### config.mk
export PLATFORM = sky130hd
export DESIGN_NAME = ld_seek_sender
export DESIGN_NICKNAME = d
export VERILOG_FILES = /design/src/rtl/ld_seek_pkg.sv /design/src/rtl/ld_bin2bcd.sv /design/src/rtl/ld_tick_timer.sv /design/src/rtl/ld_bit_shifter.sv /design/src/rtl/ld_seek_sender.sv
export SDC_FILE = /design/constraint.sdc
export NUM_CORES = 1
export LEC_CHECK = 0
export ABC_AREA = 1
export CAP_MARGIN = 10
export CORE_ASPECT_RATIO = 0.7
export CORE_MARGIN = 8
export CORE_UTILIZATION = 57
export CTS_CLUSTER_SIZE = 40
export DETAILED_ROUTE_END_ITERATION = 10
export DONT_BUFFER_PORTS = 1
export PLACE_DENSITY = 0.75
export SYNTH_ARGS = -nofsm -noshare
export SYNTH_HDL_FRONTEND = slang
export SYNTH_SLANG_ARGS = --single-unit
### constraint.sdc
create_clock -name clk -period 2.49 [get_ports clk]
set_clock_uncertainty 0.15 [all_clocks]
set_input_delay 0.498 -clock clk [delete_from_list [all_inputs] [get_ports clk]]
set_output_delay 0.498 -clock clk [all_outputs]
set_load 0.05 [all_outputs]
### src/rtl/ld_seek_pkg.sv
package ld_seek_pkg;
  localparam int FRAME_W    = 16;
  localparam int NDIG       = 5;
  localparam int REP        = 3;
  localparam int BYTE_W     = 8;
  localparam int LEAD_ZEROS = 2;
  localparam int SLOT_BITS  = LEAD_ZEROS + BYTE_W;
  localparam int POS_W      = $clog2(SLOT_BITS);
  localparam int HEAD_BYTES = 2 * REP;
  localparam int DIG_BYTES  = NDIG * (REP + 1);
  localparam int SEQ_BYTES  = HEAD_BYTES + DIG_BYTES + REP;
  localparam int IDX_W      = $clog2(SEQ_BYTES);
  localparam int BCD_W      = 4 * NDIG;

  typedef enum logic [1:0] {ST_IDLE, ST_LEAD, ST_GAP, ST_SEND} seq_st_t;

  // Byte to send at position idx of the seek stream.
  function automatic logic [BYTE_W-1:0] seek_byte(
    input logic [IDX_W-1:0]          idx,
    input logic [BCD_W-1:0]          bcd,
    input logic [9:0][BYTE_W-1:0]    dmap,
    input logic [BYTE_W-1:0]         seek_cmd,
    input logic [BYTE_W-1:0]         show_cmd,
    input logic [BYTE_W-1:0]         pad);
    int i, k, d, s;
    logic [3:0] nib;
    i = int'(idx);
    seek_byte = seek_cmd;
    if (i < REP) begin
      seek_byte = seek_cmd;
    end else if (i < HEAD_BYTES) begin
      seek_byte = show_cmd;
    end else if (i < HEAD_BYTES + DIG_BYTES) begin
      k = i - HEAD_BYTES;
      d = k / (REP + 1);
      s = k % (REP + 1);
      nib = bcd[4*(NDIG-1-d) +: 4];
      if (s == REP)       seek_byte = pad;
      else if (nib > 4'd9) seek_byte = '0;
      else                 seek_byte = dmap[nib];
    end
  endfunction
endpackage

### src/rtl/ld_bin2bcd.sv
module ld_bin2bcd #(
  parameter int BIN_W = 16,
  parameter int NDIG  = 5
) (
  input  logic               clk,
  input  logic               rst_n,
  input  logic               start,
  input  logic [BIN_W-1:0]   bin,
  output logic [4*NDIG-1:0]  bcd,
  output logic               valid
);
  localparam int CNT_W = $clog2(BIN_W + 1);

  logic [BIN_W-1:0]  sr;
  logic [CNT_W-1:0]  left;
  logic [4*NDIG-1:0] bcd_adj;

  // add-3 correction on every digit of five or more
  function automatic logic [4*NDIG-1:0] adj3(input logic [4*NDIG-1:0] v);
    logic [4*NDIG-1:0] r;
    r = v;
    for (int i = 0; i < NDIG; i++)
      if (r[4*i +: 4] >= 4'd5) r[4*i +: 4] = r[4*i +: 4] + 4'd3;
    return r;
  endfunction

  assign bcd_adj = adj3(bcd);

  always_ff @(posedge clk or negedge rst_n) begin
    if (!rst_n) begin
      sr    <= '0;
      bcd   <= '0;
      left  <= '0;
      valid <= 1'b0;
    end else if (start) begin
      sr    <= bin;
      bcd   <= '0;
      left  <= CNT_W'(BIN_W);
      valid <= 1'b0;
    end else if (left != '0) begin
      bcd  <= {bcd_adj[4*NDIG-2:0], sr[BIN_W-1]};
      sr   <= sr << 1;
      left <= left - 1'b1;
      if (left == CNT_W'(1)) valid <= 1'b1;
    end
  end
endmodule

### src/rtl/ld_tick_timer.sv
module ld_tick_timer #(
  parameter int CNT_W = 24
) (
  input  logic             clk,
  input  logic             rst_n,
  input  logic             load,
  input  logic [CNT_W-1:0] value,
  output logic             zero
);
  logic [CNT_W-1:0] cnt;

  always_ff @(posedge clk or negedge rst_n) begin
    if (!rst_n)          cnt <= '0;
    else if (load)       cnt <= value;
    else if (cnt != '0)  cnt <= cnt - 1'b1;
  end

  assign zero = (cnt == '0);
endmodule

### src/rtl/ld_bit_shifter.sv
module ld_bit_shifter
  import ld_seek_pkg::*;
#(
  parameter int BIT_CYCLES = 100_000
) (
  input  logic              clk,
  input  logic              rst_n,
  input  logic              load,
  input  logic [BYTE_W-1:0] data,
  output logic              line,
  output logic              active,
  output logic              fin,
  output logic [POS_W-1:0]  bit_pos
);
  localparam int TICK_W = $clog2(BIT_CYCLES + 1);

  logic [SLOT_BITS-1:0] sh;
  logic [TICK_W-1:0]    tick;
  logic                 slot_end;

  assign slot_end = active && (tick == TICK_W'(BIT_CYCLES - 1));
  assign fin      = slot_end && (bit_pos == POS_W'(SLOT_BITS - 1));
  assign line     = active && sh[SLOT_BITS-1];

  always_ff @(posedge clk or negedge rst_n) begin
    if (!rst_n) begin
      sh      <= '0;
      tick    <= '0;
      bit_pos <= '0;
      active  <= 1'b0;
    end else if (load) begin
      sh      <= {{LEAD_ZEROS{1'b0}}, data};
      tick    <= '0;
      bit_pos <= '0;
      active  <= 1'b1;
    end else if (active) begin
      if (slot_end) begin
        tick <= '0;
        if (fin) begin
          active <= 1'b0;
        end else begin
          bit_pos <= bit_pos + 1'b1;
          sh      <= sh << 1;
        end
      end else begin
        tick <= tick + 1'b1;
      end
    end
  end
endmodule

### src/rtl/ld_seek_sender.sv
module ld_seek_sender
  import ld_seek_pkg::*;
#(
  parameter int BIT_CYCLES  = 100_000,
  parameter int LEAD_CYCLES = 5_000_000,
  parameter int GAP_CYCLES  = 1_000_000,
  parameter logic [BYTE_W-1:0] SEEK_CMD = 8'hE8,
  parameter logic [BYTE_W-1:0] SHOW_CMD = 8'hAC,
  parameter logic [BYTE_W-1:0] PAD_BYTE = 8'h80,
  parameter logic [9:0][BYTE_W-1:0] DIGIT_MAP = {8'h90, 8'h80, 8'h70, 8'h60, 8'h50,
                                                 8'h40, 8'h30, 8'h20, 8'h10, 8'h00}
) (
  input  logic               clk,
  input  logic               rst_n,
  input  logic               start,
  input  logic [FRAME_W-1:0] frame,
  output logic               rc_line,
  output logic               rc_active,
  output logic               busy,
  output logic               done
);
  localparam int TMR_MAX = (LEAD_CYCLES > GAP_CYCLES) ? LEAD_CYCLES : GAP_CYCLES;
  localparam int TMR_W   = $clog2(TMR_MAX + 1);

  seq_st_t           st;
  logic              accept;
  logic              load_evt;
  logic              fin_evt;
  logic              last_byte;
  logic              tmr_load;
  logic              tmr_zero;
  logic [TMR_W-1:0]  tmr_val;
  logic [IDX_W-1:0]  byte_idx;
  logic [BCD_W-1:0]  bcd;
  logic              conv_valid;
  logic [BYTE_W-1:0] tx_byte;
  logic [POS_W-1:0]  bit_pos;

  assign accept    = start && (st == ST_IDLE);
  assign load_evt  = (st == ST_GAP) && tmr_zero;
  assign last_byte = (byte_idx == IDX_W'(SEQ_BYTES - 1));
  assign busy      = (st != ST_IDLE);
  assign tx_byte   = seek_byte(byte_idx, bcd, DIGIT_MAP, SEEK_CMD, SHOW_CMD, PAD_BYTE);

  always_comb begin
    tmr_load = 1'b0;
    tmr_val  = TMR_W'(LEAD_CYCLES - 1);
    if (accept) begin
      tmr_load = 1'b1;
    end else if ((st == ST_LEAD && tmr_zero) || (fin_evt && !last_byte)) begin
      tmr_load = 1'b1;
      tmr_val  = TMR_W'(GAP_CYCLES - 1);
    end
  end

  always_ff @(posedge clk or negedge rst_n) begin
    if (!rst_n) begin
      st       <= ST_IDLE;
      byte_idx <= '0;
      done     <= 1'b0;
    end else begin
      done <= 1'b0;
      case (st)
        ST_IDLE: if (start) begin
          st       <= ST_LEAD;
          byte_idx <= '0;
        end
        ST_LEAD: if (tmr_zero) st <= ST_GAP;
        ST_GAP:  if (tmr_zero) st <= ST_SEND;
        ST_SEND: if (fin_evt) begin
          if (last_byte) begin
            st   <= ST_IDLE;
            done <= 1'b1;
          end else begin
            st       <= ST_GAP;
            byte_idx <= byte_idx + 1'b1;
          end
        end
        default: st <= ST_IDLE;
      endcase
    end
  end

  ld_bin2bcd #(.BIN_W(FRAME_W), .NDIG(NDIG)) u_conv (
    .clk(clk), .rst_n(rst_n), .start(accept), .bin(frame),
    .bcd(bcd), .valid(conv_valid));

  ld_tick_timer #(.CNT_W(TMR_W)) u_tmr (
    .clk(clk), .rst_n(rst_n), .load(tmr_load), .value(tmr_val), .zero(tmr_zero));

  ld_bit_shifter #(.BIT_CYCLES(BIT_CYCLES)) u_shift (
    .clk(clk), .rst_n(rst_n), .load(load_evt), .data(tx_byte),
    .line(rc_line), .active(rc_active), .fin(fin_evt), .bit_pos(bit_pos));
endmodule

==> qor.txt, run 1 <==
Via count -> 5,328
Iter 0 DRT Violations -> 497
Total routed wirelength -> 14.1 mm
DRC viols -> 0
WS Path Type -> flop to flop
Syn_area_per_cell -> 8.02 sq um
TritonCTS clock tree -> built
Post-synthesis sequential area ratio -> 40.7%
Worst hold-check path type -> primary input to async pin
Crit path cell chain -> ha_4, inv_2, nand2_2, or2_4, ha_4, ha_4, inv_2, ha_4, nor3_4, nand2_1, nand2_2, nand2_1, nand2_1, nand2_1, nand3_1, a21oi_1
Final Hold Fails -> 102
CTS buffer count -> 9
Final WS setup -> -46.6 ps
Initial Utilization -> 57.7%
Worst path max stage delay -> 440 ps
F_max -> 394 MHz
Failing checks -> negative hold slack, negative setup slack
First-pass GRT wire length -> 24.4 mm
Worst-margin pin slew -> 672 ps
Startpoint Class -> flop
Mapped cell area -> 6270 sq um
Synth warn -> 0
Critical path endpoint category -> flop
Most frequent cells in the layout -> nand2_1, inv_1, dfrtp_1
Worst endpoint required time -> 2580 ps
Storage cell area -> 2550 sq um
Detailed Place HPWL -> 10.1 mm
Pwr/cell area -> 445 nW/um^2
CTS H-Tree Depth -> 3
CP top delay family -> simple AND/OR/NAND/NOR gates
Final min period -> 2540 ps
Clock transition at path regs -> 80 ps
Top FF cell, synth -> dfrtp_1
Layout cells sized above 1 -> 14.5%
Final Setup Violations -> 2
Post-synthesis cell count -> 781
Cell taking the most area after synthesis -> dfrtp_1
Netlist cell types -> 49
Worst slew margin -> 55.1%
Synth top area share -> 40.7%
Full die area -> 14,700 sq um
Antenna diodes -> 0
Core ar. -> 10,900 sq um
Post-Layout Inst Area -> 6960 sq um
Slowest cell on crit path -> dfrtp_2
Placed Area -> 6570 sq um
RR Endpoint -> u_shift.sh[4]
Number of synthesized register bits -> 102
GPL Wtd Cong -> 0.930
Met2 usage -> 31.1%
Drt wl/cell -> 14.7 um
Crit path DAT -> 2630 ps
Chip width -> 141 um
Multi-input gate area -> 3290 sq um
GRT busiest layer -> met2
1st-pass router iterations -> 5
Initial antenna violation count -> 0
Maximum vdd ir drop -> 0.297 mV
Worst Path Buf+Inv -> 2
Max Slew Vio Count -> 0
R2r startpoint -> byte_idx[1]
EDFF count, synth -> 0
Largest cells by area after synthesis -> dfrtp_1, nand2_1, inv_1
Reg2Reg Setup Slack -> -50 ps
Worst R2R Path Depth -> 16
RSZ-0062 raised after global routing -> yes
Total Nets Final -> 849
GRT Util Overall -> 20.0%
PortBufs -> 0
Clk buf depth -> 2
Die Height -> 104 um
Post-synth ARST share -> 100%
GR Util met3 -> 4.08%
Root Driver -> clkbuf_16
Vias in the first global route -> 5,272
GRT overflow -> 0
Area grow syn2layout -> 11.1%
# IOs -> 23
Leakage -> 3.25 nW
Largest net degree at the start of global routing -> 103
Pwr Total -> 3.10 mW
Via density per instance -> 5.54
MaxCap Viol Count -> 0
Number of fill cells in the layout -> 882
M1 GR Usage -> 27.7%
Final TNS setup -> -48.6 ps
Sink Count -> 102
Post-Syn Nets -> 826
Final period util -> 102%
Detail Route Antenna Nets -> 0
Worst-path maximum fanout -> 4
Worst Hold Slack -> -321 ps
Row count -> 32
Commonest non-fill, non-tap cell in the layout -> nand2_1
Clk Latency, worst-skew pair -> 350 ps
Outcome -> complete, but fails checks
==> registers in the layout (all words and copies together) (netlist names), 2 cells and up <==
signal / cells
st: 2
u_tmr.cnt: 23
byte_idx: 5
u_shift.tick: 17
u_conv.left: 5
u_conv.sr: 16
u_conv.bcd: 20
u_shift.bit_pos: 4
u_shift.sh: 8
==> Yosys cell counts (2+ instances only) <==
cell type and instances:
o221ai_1 5, buf_2 9, nand3b_1 5, o21ai_2 4, nand2_4 6, nor4_1 3
inv_1 105, ha_1 26, a31oi_1 3, xor2_1 27, nand2_2 12, o32ai_1 4
nor2_1 64, nand3_2 5, dfrtp_1 102, o211ai_2 2, nor3_2 2, buf_4 2
o21ai_1 7, o22ai_1 8, a21oi_1 24, a21oi_2 2, nand2_1 159, or2_2 7
nor2_2 5, o21ai_0 46, nand3_1 66, xnor2_1 3, o211ai_1 5, nor2_4 8
nor2_8 2, nor3_1 15, nand4_1 22
==> per-stage QoR <==
stage,worst slack (ps),hold WS (ps),utilization (%),instances
after floorplan,7.23,52.4,-,781
after global placement,-3.67,54.8,60.6,940
after detailed placement,-110,54.4,60.6,940
after CTS,-15.7,-333,63.9,959
after global routing,-159,-339,64.2,962
final,-46.6,-321,64.2,962
==> routing by layer <==
| layer | share of wire (%) | vias up |
|---|---|---|
| li1 | - | 2613 |
| met1 | 48 | 2526 |
| met2 | 45 | 175 |
| met3 | 5.7 | 14 |
| met4 | 1.1 | 0 |
| met5 | 0 | - |
==> worst max path at each step <==
stage | end | cells past startpoint | startpoint
6_report | u_shift.sh[4] | 16 | byte_idx[1]
5_1_grt | u_shift.sh[4] | 16 | byte_idx[1]
4_1_cts | u_shift.sh[6] | 16 | byte_idx[1]
3_5_place_dp | u_shift.sh[4] | 16 | byte_idx[2]
3_3_place_gp | u_shift.sh[6] | 16 | byte_idx[1]
2_1_floorplan | u_shift.sh[6] | 16 | byte_idx[1]
==> repair_timing <==
action,in CTS,in global routing
setup endpoints to repair,4,4
gates resized for setup,3,4
hold endpoints to repair,102,102
setup buffers,3,3
pin swaps,8,9
==> power breakdown <==
group	leakage, nW	internal (mW)	switching, mW
registers	1.26	1.65	0
logic	1.84	0.00000342	0
clock network	0.147	0.724	0.720
total	3.25	2.38	0.720
==> cell type report <==
type | instances | area share (%)
clock buffer | 9 | 3.23
clock inverter | 7 | 1.22
inverter | 107 | 5.80
multi-input combinational | 557 | 47.2
sequential | 102 | 36.7
tap | 153 | 2.75
timing repair buffer | 27 | 3.09
==> cells by family after synthesis <==
group	after synthesis	share of synthesized area [%]
AOI/OAI and AO/OA	114	11.0
xor gates and xnor gates	30	4.19
adders and majority gates	26	5.19
buffers and inverters	122	7.95
DFF	102	40.7
and+or+nand+nor	387	31.0
Power figures use the tool's default switching activity.
==> inputs of run 2 (changes only) <==
--- a/config.mk
+++ b/config.mk
@@ -5,15 +5,14 @@
 export SDC_FILE = /design/constraint.sdc
 export NUM_CORES = 1
 export LEC_CHECK = 0
-export ABC_AREA = 1
 export CAP_MARGIN = 10
 export CORE_ASPECT_RATIO = 0.7
 export CORE_MARGIN = 8
-export CORE_UTILIZATION = 57
+export CORE_UTILIZATION = 55
 export CTS_CLUSTER_SIZE = 40
 export DETAILED_ROUTE_END_ITERATION = 10
 export DONT_BUFFER_PORTS = 1
-export PLACE_DENSITY = 0.75
+export PLACE_DENSITY = 0.73
 export SYNTH_ARGS = -nofsm -noshare
 export SYNTH_HDL_FRONTEND = slang
 export SYNTH_SLANG_ARGS = --single-unit
==> run 2 against run 1 <==
Against the previous run: synthesized cell count decreased by 12%; sequential share of layout area down 0.11 points; fmax is 3.4% lower; the flow still finishes with violations (negative hold slack, negative setup slack); clock power decreased by 8%; routed wire length rose by 0.70%; global-route usage is 0.20 points lower; sequential cell count is the same; design area is 0.31% higher; worst setup slack got worse by 88 ps; largest cell class unchanged; critical path depth down 4; synthesized area fell by 3.4%.
==> qor.txt, run 2 <==
Worst slew margin -> 71.1% (was 55.1%)
Mapped cell area -> 6050 sq um (was 6270 sq um)
# IOs -> 23 (unchanged)
Clk buf depth -> 2 (unchanged)
Final Setup Violations -> 3 (was 2)
Slowest cell on crit path -> dfrtp_2 (unchanged)
Chip width -> 141 um (about the same)
Post-Syn Nets -> 734 (was 826)
Pwr Total -> 5.25 mW (was 3.10 mW)
Drt wl/cell -> 16.1 um (was 14.7 um)
Largest net degree at the start of global routing -> 103 (unchanged)
Most frequent cells in the layout -> dfrtp_1, nand2_1, nor2_1 (was nand2_1, inv_1, dfrtp_1)
Commonest non-fill, non-tap cell in the layout -> dfrtp_1 (was nand2_1)
Top Registers -> u_tmr.cnt x23, u_conv.bcd x20, u_shift.tick x17 (unchanged)
Largest cells by area after synthesis -> dfrtp_1, nand2_1, ha_1 (was dfrtp_1, nand2_1, inv_1)
Top post-synthesis cells by count -> dfrtp_1, nand2_1, nor2_1 (was nand2_1, inv_1, dfrtp_1)
Worst endpoint required time -> 2560 ps (was 2580 ps)
Critical path endpoint category -> flop (unchanged)
Total routed wirelength -> 14.2 mm (was 14.1 mm)
RR Endpoint -> u_shift.sh[7] (was u_shift.sh[4])
Top FF cell, synth -> dfrtp_1 (unchanged)
Crit path DAT -> 2700 ps (was 2630 ps)
Root Driver -> clkbuf_16 (unchanged)
Area grow syn2layout -> 15.4% (was 11.1%)
Placed cells -> 863 (was 940)
Placed Area -> 6590 sq um (was 6570 sq um)
CP top delay family -> adder cells (was simple AND/OR/NAND/NOR gates)
Worst Hold Slack -> -312 ps (was -321 ps)
CTS buffer count -> 9 (unchanged)
TritonCTS clock tree -> built (unchanged)
Detail Route Antenna Nets -> 0 (unchanged)
Initial antenna violation count -> 0 (unchanged)
Die Height -> 104 um (about the same)
CTS H-Tree Depth -> 3 (unchanged)
MaxCap Viol Count -> 0 (unchanged)
Initial Utilization -> 55.6% (was 57.7%)
Maximum vdd ir drop -> 0.396 mV (was 0.297 mV)
Synth top area share -> 42.2% (was 40.7%)
First-pass GRT wire length -> 24.2 mm (was 24.4 mm)
Via count -> 5,250 (was 5,328)
Largest Register -> u_tmr.cnt (unchanged)
Failing checks -> negative hold slack, negative setup slack (unchanged)
Worst R2R Path Depth -> 12 (was 16)
Outcome -> complete, but fails checks (unchanged)
Row count -> 32 (unchanged)
Most frequent CP cell -> ha_4
R2r startpoint -> byte_idx[1] (unchanged)
Most frequent cell after synthesis -> dfrtp_1 (was nand2_1)
Vias in the first global route -> 5,047 (was 5,272)
Worst Path Buf+Inv -> 1 (was 2)
Full die area -> 14,700 sq um (about the same)
Worst-path maximum fanout -> 7 (was 4)
Final WS setup -> -135 ps (was -46.6 ps)
Via density per instance -> 5.94 (was 5.54)
Iter 0 DRT Violations -> 390 (was 497)
GRT Util Overall -> 19.8% (was 20.0%)
Post-synthesis cell count -> 689 (was 781)
Reg2Reg Setup Slack -> -130 ps (was -50 ps)
Post-synthesis sequential area ratio -> 42.2% (was 40.7%)
EDFF count, synth -> 0 (unchanged)
Netlist cell types -> 62 (was 49)
Number of flip-flops in the largest register -> 23 (unchanged)
Startpoint Class -> flop (unchanged)
Post-Layout Inst Area -> 6990 sq um (was 6960 sq um)
Synth warn -> 0 (unchanged)
Max Slew Vio Count -> 0 (unchanged)
Worst slack, placed -> -228 ps (was -110 ps)
Final period util -> 105% (was 102%)
Core ar. -> 10,900 sq um (about the same)
Pwr/cell area -> 752 nW/um^2 (was 445 nW/um^2)
Layout cells sized above 1 -> 15.0% (was 14.5%)
Final min period -> 2620 ps (was 2540 ps)
Sink Count -> 102 (unchanged)
DRC viols -> 0 (unchanged)
Final Hold Fails -> 102 (unchanged)
Crit path cell chain -> ha_4, nor3_4, nand2_1, ha_2, ha_4, inv_2, ha_4, mux2i_1, o31ai_2, a211oi_2, a311oi_1, o21ai_1 (was ha_4, inv_2, nand2_2, or2_4, ha_4, ha_4, inv_2, ha_4, nor3_4, nand2_1, nand2_2, nand2_1, nand2_1, nand2_1, nand3_1, a21oi_1)
Total Nets Final -> 771 (was 849)
Number of synthesized register bits -> 102 (unchanged)
1st-pass router iterations -> 5 (unchanged)
Worst-margin pin slew -> 422 ps (was 672 ps)
Clk Latency, worst-skew pair -> 350 ps (about the same)
Final Non-Filler Cells -> 884 (was 962)
Worst path max stage delay -> 450 ps (was 440 ps)
Cell taking the most area after synthesis -> dfrtp_1 (unchanged)
Syn_area_per_cell -> 8.79 sq um (was 8.02 sq um)
RSZ-0062 raised after global routing -> yes (unchanged)
Detailed Place HPWL -> 10.0 mm (was 10.1 mm)
Post-synth ARST share -> 100% (unchanged)
Worst hold-check path type -> primary input to async pin (unchanged)
Leakage -> 3.04 nW (was 3.25 nW)
GPL Wtd Cong -> 0.887 (was 0.930)
Antenna diodes -> 0 (unchanged)
GRT overflow -> 0 (unchanged)
WS Path Type -> flop to flop (unchanged)
F_max -> 381 MHz (was 394 MHz)
PortBufs -> 0 (unchanged)
Clock transition at path regs -> 70 ps (was 80 ps)
run 2: cell count changes after synthesis, moves of 14 or more:
cell,change
nand2_1,-60
mux2i_1,+14
a31oi_1,+16
clkbuf_1,+23
inv_1,-76
nand3_1,-45
a21oi_1,+30
run 2: report_power, final:
group          internal [mW]  switching, mW
Clock                  0.684          0.641
Sequential              1.92          0.359
Combinational          0.791          0.853
run 2: cell type report:
class,instances,area [sq um]
fillers,899,3910
multi-input cells,528,3420
flip-flops and latches,102,2550
repair buffers,56,433
clock buffers,10,229
well taps,153,191
inverters,29,109
clock inverters,6,47.5
run 2: how the worst max path moves through the flow:
stage / cells past startpoint / from / slack, ps / end
after floorplan: 13 / byte_idx[1] / -230 / u_shift.sh[7]
after global placement: 12 / byte_idx[1] / -100 / u_shift.sh[7]
after detailed placement: 12 / byte_idx[1] / -230 / u_shift.sh[7]
after CTS: 12 / byte_idx[1] / -150 / u_shift.sh[7]
after global routing: 12 / byte_idx[1] / -240 / u_shift.sh[7]
final: 12 / byte_idx[1] / -130 / u_shift.sh[7]
run 2: worst reg2reg max path: cells and delay by family, from the launching register on:
kind | cells | cell delay (ps)
muxes | 1 | 140
buffers and inverters | 1 | 60
adders and majority gates | 4 | 770
DFF | 1 | 450
AOI/OAI and AO/OA | 4 | 740
and+or+nand+nor | 2 | 190
run 2: layer usage:
layer / vias to the layer above / global-route usage [%] / wire length [um]
met5: - / 0 / 0
met4: 0 / 5.42 / 157
met2: 142 / 30.1 / 6540
met1: 2568 / 27.9 / 6720
met3: 14 / 4.31 / 772
li1: 2526 / - / -
run 2: logic make-up after synthesis:
group,count (synthesis),synth area share [%]
and+or+nand+nor,287,24.3
AOI/OAI and AO/OA,168,17.1
adders and majority gates,26,5.37
DFF,102,42.2
muxes,17,2.87
xor gates and xnor gates,30,4.34
buffers and inverters,59,3.82
run 2: metrics by stage:
step / TNS (ps) / utilization [%]
floorplan: -632 / -
global placement: -215 / 60.5
detailed placement: -560 / 60.5
CTS: -335 / 63.4
global route: -641 / 64.1
finish: -239 / 64.1
run 2: what timing repair did:
item | 4_1_cts | 5_1_grt
setup endpoints to repair | 11 | 20
resized for setup | 5 | 13
hold endpoints to repair | 102 | 102
pin swaps | 4 | 8
setup buffers | 3 | 2
